--- src/rtl/resmux_pkg.sv ---
package resmux_pkg;

  localparam int CODE_W = 2;

  typedef enum logic [CODE_W-1:0] {
    RC_ZERO   = 2'b00,
    RC_ONE    = 2'b01,
    RC_PASS_D = 2'b10,
    RC_INV_D  = 2'b11
  } rcode_t;

  // Resolve one line's code against the residue input.
  function automatic logic resolve_code(input rcode_t code, input logic d);
    logic r;
    case (code)
      RC_ZERO:   r = 1'b0;
      RC_ONE:    r = 1'b1;
      RC_PASS_D: r = d;
      default:   r = ~d;
    endcase
    return r;
  endfunction

endpackage

--- src/rtl/resmux_cfg_regs.sv ---
module resmux_cfg_regs
  import resmux_pkg::*;
#(
  parameter int SEL_W     = 3,
  localparam int NUM_LINES = 1 << SEL_W,
  localparam int CFG_W     = NUM_LINES * CODE_W
) (
  input  logic               clk,
  input  logic               rst,
  input  logic               wr_en,
  input  logic [SEL_W-1:0]   wr_addr,
  input  logic [CODE_W-1:0]  wr_code,
  output logic [CFG_W-1:0]   cfg_flat
);

  for (genvar k = 0; k < NUM_LINES; k++) begin : g_line
    logic          hit;
    rcode_t        code_q;
    assign hit = wr_en && (wr_addr == SEL_W'(k));
    always_ff @(posedge clk) begin
      if (rst)       code_q <= RC_ZERO;
      else if (hit)  code_q <= rcode_t'(wr_code);
    end
    assign cfg_flat[k*CODE_W +: CODE_W] = code_q;
  end

endmodule

--- src/rtl/resmux_line_decode.sv ---
module resmux_line_decode
  import resmux_pkg::*;
#(
  parameter int SEL_W     = 3,
  localparam int NUM_LINES = 1 << SEL_W,
  localparam int CFG_W     = NUM_LINES * CODE_W
) (
  input  logic [CFG_W-1:0]     cfg_flat,
  input  logic                 in_d,
  output logic [NUM_LINES-1:0] line_val
);

  for (genvar k = 0; k < NUM_LINES; k++) begin : g_dec
    assign line_val[k] = resolve_code(rcode_t'(cfg_flat[k*CODE_W +: CODE_W]), in_d);
  end

endmodule

--- src/rtl/resmux_sel_tree.sv ---
module resmux_sel_tree #(
  parameter int SEL_W     = 3,
  localparam int NUM_LINES = 1 << SEL_W,
  localparam int NODES     = 2 * NUM_LINES - 1
) (
  input  logic [NUM_LINES-1:0] line_val,
  input  logic [SEL_W-1:0]     sel,
  output logic                 sel_val
);

  // Heap-ordered binary tree: leaves hold lines, root uses the top select bit.
  logic [NODES-1:0] node;

  for (genvar k = 0; k < NUM_LINES; k++) begin : g_leaf
    assign node[NUM_LINES-1+k] = line_val[k];
  end

  for (genvar lv = 0; lv < SEL_W; lv++) begin : g_lvl
    for (genvar j = 0; j < (1 << lv); j++) begin : g_node
      localparam int IDX = (1 << lv) - 1 + j;
      assign node[IDX] = sel[SEL_W-1-lv] ? node[2*IDX+2] : node[2*IDX+1];
    end
  end

  assign sel_val = node[0];

endmodule

--- src/rtl/resmux_out_stage.sv ---
module resmux_out_stage #(
  parameter bit REG_OUT = 1'b1
) (
  input  logic clk,
  input  logic rst,
  input  logic sel_val,
  input  logic strobe_n,
  output logic f_out
);

  logic gated;
  assign gated = sel_val & ~strobe_n;

  if (REG_OUT) begin : g_reg
    always_ff @(posedge clk) begin
      if (rst) f_out <= 1'b0;
      else     f_out <= gated;
    end
  end else begin : g_comb
    logic unused_clk_rst;
    assign unused_clk_rst = clk ^ rst;
    assign f_out = gated;
  end

endmodule

--- src/rtl/resmux_fgen.sv ---
module resmux_fgen
  import resmux_pkg::*;
#(
  parameter int SEL_W   = 3,
  parameter bit REG_OUT = 1'b1
) (
  input  logic               clk,
  input  logic               rst,
  input  logic               wr_en,
  input  logic [SEL_W-1:0]   wr_addr,
  input  logic [CODE_W-1:0]  wr_code,
  input  logic [SEL_W-1:0]   sel,
  input  logic               in_d,
  input  logic               strobe_n,
  output logic               f_out
);

  localparam int NUM_LINES = 1 << SEL_W;
  localparam int CFG_W     = NUM_LINES * CODE_W;

  // Named internal events for the checker.
  logic [CFG_W-1:0]     cfg_flat;
  logic [NUM_LINES-1:0] line_val;
  logic                 sel_val;
  logic [CODE_W-1:0]    sel_code;

  assign sel_code = cfg_flat[sel*CODE_W +: CODE_W];

  resmux_cfg_regs #(.SEL_W(SEL_W)) u_cfg (
    .clk(clk), .rst(rst), .wr_en(wr_en), .wr_addr(wr_addr),
    .wr_code(wr_code), .cfg_flat(cfg_flat)
  );

  resmux_line_decode #(.SEL_W(SEL_W)) u_dec (
    .cfg_flat(cfg_flat), .in_d(in_d), .line_val(line_val)
  );

  resmux_sel_tree #(.SEL_W(SEL_W)) u_tree (
    .line_val(line_val), .sel(sel), .sel_val(sel_val)
  );

  resmux_out_stage #(.REG_OUT(REG_OUT)) u_out (
    .clk(clk), .rst(rst), .sel_val(sel_val), .strobe_n(strobe_n), .f_out(f_out)
  );

endmodule

--- config.mk ---
export PLATFORM = sky130hd
export DESIGN_NAME = resmux_fgen
export DESIGN_NICKNAME = d
export VERILOG_FILES = /design/src/rtl/resmux_pkg.sv /design/src/rtl/resmux_cfg_regs.sv /design/src/rtl/resmux_line_decode.sv /design/src/rtl/resmux_sel_tree.sv /design/src/rtl/resmux_out_stage.sv /design/src/rtl/resmux_fgen.sv
export SDC_FILE = /design/constraint.sdc
export NUM_CORES = 1
export LEC_CHECK = 0
export ABC_AREA = 1
export BUFFER_PORTS_ARGS = -buffer_cell sky130_fd_sc_hd__buf_2
export CAP_MARGIN = 20
export CORE_MARGIN = 3
export CORE_UTILIZATION = 57
export CTS_CLUSTER_SIZE = 20
export DETAILED_ROUTE_END_ITERATION = 8
export PLACE_DENSITY = 0.8
export REMOVE_ABC_BUFFERS = 1
export SLEW_MARGIN = 15
export SYNTH_ARGS = -nofsm -noshare
export SYNTH_HDL_FRONTEND = slang
export SYNTH_SLANG_ARGS = --single-unit
--- constraint.sdc ---
create_clock -name clk -period 1.75 [get_ports clk]
set_clock_uncertainty 0.05 [all_clocks]
set_input_delay 0.35 -clock clk [delete_from_list [all_inputs] [get_ports clk]]
set_output_delay 0.35 -clock clk [all_outputs]
set_load 0.05 [all_outputs]
==> results.cfg <==
[yosys]
synth_most_common_cell = nand2_1
synth_top_area_cell = dfxtp_1
synth_top_area_share_pct = 39.0
syn_area_um2 = 872
synth_edf_count = 0
synth-simple-area-share_pct = 32.6
synthMuxAreaShare_pct = 0
synth_cell_types = 15
ys_seq_elements = 17
synth_adder_area_share_pct = 0
yosys-top-cells-count = 29 x nand2_1, 23 x nand3_1, 17 x dfxtp_1, 17 x inv_1, 14 x a21oi_1
synth_cells = 134
synth_top_family_by_area = simple AND/OR/NAND/NOR gates
synth-main-ff-cell = dfxtp_1
synth_compound_area_share_pct = 16.6
yosys.area_share.xor_xnor_pct = 0
seq_area_frac_synth_pct = 39.0
yosys_warnings = 0
syn_avg_cell_area_um2 = 6.51
synthTopCellsByArea = dfxtp_1 39%, nand3_1 13%, nand2_1 12%
ys_async_sr_fraction_pct = 0

[drt]
wl_um = 1810
drt_pass1_iterations = 4
post_drt_wl_per_cell_um = 11.1
first_iter_violations = 26
routed_via_density = 5.34
drc_errors = 0
vias = 870
postRouteAntennaNets = 0

[placement]
io_buffers = 13
routabilityCongestion = 0.828
post-place-cells = 159
dpl.hpwl_um = 1410
dp_worst_setup_slack_ns = 0.468

[worst_setup_path]
end_kind = output pin
crit_family = flip-flops
arrival_ns = 0.84
cp_cell_sequence = buf_2
path_class = flop to output pin
critPathRequiredTime_ns = 1.35
cp_slowest_cell = dfxtp_1
path_buf_inv = 1
worst_path_largest_cell_delay_ns = 0.31
critPathMaxFanout = 1
cp-start-kind = flop

[power_and_ir_drop]
power.density_nw_per_um2 = 754
leakage_nw = 0.417
ir_drop_mv = 0.501

[clock_tree]
cts_resized = 0
clk_latency_ns = 0.29
cts.sinks = 17
cts_buffer_depth = 2
htreeDepth = 1
postCtsSetupBuffers = 0
cts_inserted_buffers = 3
cts_tree = done
postCtsHoldBufs = 0
cts-root-buf = clkbuf_4
clk_pin_slew_ns = 0.09

[finish]
insertedDiodeCount = 0
syn2layout_area_growth_pct = 9.04
nets = 162
final_util_pct = 69.6
fin_cells = 163
drive_above_1_share_pct = 13.5

[sta]
hold_viol_final = 0
setup_slack_ns = 0.505
rsz0062_at_grt = false
finalCritPeriodShare_pct = 71.1
setup_viol = 0
tightest_slew_ns = 0.369
fin_tns_setup_ns = 0
period_minus_slack_ns = 1.24
max_freq_mhz = 803
finalMaxSlewViolations = 0
maxSlewHeadroom_pct = 75.4

[global_route]
grt_pass1_wl_um = 3110
antenna_found_initial = 0
grt_max_degree = 17
grt_usage_pct = 21.1
grt_pass1_vias = 775
grt-ovfl-total = 0

[die]
io_pins = 14
rows = 13
die_h_um = 45.1
coreArea_um2 = 1370
die_x_um = 45.1
dieArea_um2 = 2040
start_util_pct = 63.8

[flow_run]
max_cap_violations = 0

[hold_path]
hold_path.class = input port to flop

[status]
status = finished clean
logic make-up (layout without fill, tap and decap cells):
kind of cell / count (synthesis) / count (layout)
AND/OR/NAND/NOR: 66 / 66
AO/OA/AOI/OAI: 29 / 29
buffers and inverters: 22 / 36
flip-flops: 17 / 17
through the flow:
step | hold WS (ns) | area, um2 | total power, mW
2_1_floorplan | 0.369 | 841 | 0.475
3_3_place_gp | 0.403 | 925 | 0.514
3_5_place_dp | 0.412 | 925 | 0.517
4_1_cts | 0.179 | 951 | 0.720
5_1_grt | 0.171 | 951 | 0.762
6_report | 0.185 | 951 | 0.717
power breakdown:
part           internal [mW]  total, mW  switching (mW)
clock                 0.0886      0.209           0.120
combinational         0.0348     0.0999          0.0651
sequential             0.401      0.408         0.00746
total                  0.524      0.717           0.193
sequential cells by signal, summed over array words and instances, names as in the netlist:
name / count
u_cfg.g_line.code_q: 16
u_out.f_out: 1
layout make-up:
type / instances / area [um2]
Timing Repair Buffer: 13 / 65.1
Tap cell: 15 / 18.8
Clock buffer: 4 / 26.3
Fill cell: 124 / 415
Inverter: 19 / 71.3
Multi-Input combinational cell: 95 / 429
Sequential cell: 17 / 340
placed cells by master, fill, tap and decap left out:
master | netlist | routed
nor2_2 | 2 | 2
o21ai_1 | 9 | 9
nor2_1 | 11 | 11
o21ai_0 | 6 | 6
nand2_1 | 29 | 29
or2_2 | 1 | 1
a21oi_1 | 14 | 14
clkinv_1 | 1 | 1
dfxtp_1 | 17 | 17
inv_1 | 17 | 17
buf_2 | 1 | 13
inv_2 | 1 | 1
nand3_1 | 23 | 23
clkbuf_4 | 0 | 3
clkbuf_1 | 0 | 1
layer usage:
metal  routed length, um  global-route usage, %  up-vias
met3                  51                   4.78        9
met5                   0                      0        -
met2                 890                   34.5       16
met4                  61                   12.3        0
met1                 807                   25.0      379
li1                    -                      -      466
worst paths after layout:
check	startpoint	endpoint	slack, ns	cells after the start
setup reg to reg	u_cfg.g_line[6].code_q[1]	u_out.f_out	0.76	7
hold reg to reg	u_cfg.g_line[3].code_q[1]	u_cfg.g_line[3].code_q[1]	0.43	2
hold / removal	rst	u_cfg.g_line[0].code_q[1]	0.18	2
setup / recovery	u_out.f_out	f_out	0.51	1
(Power assumes the default switching activity.)
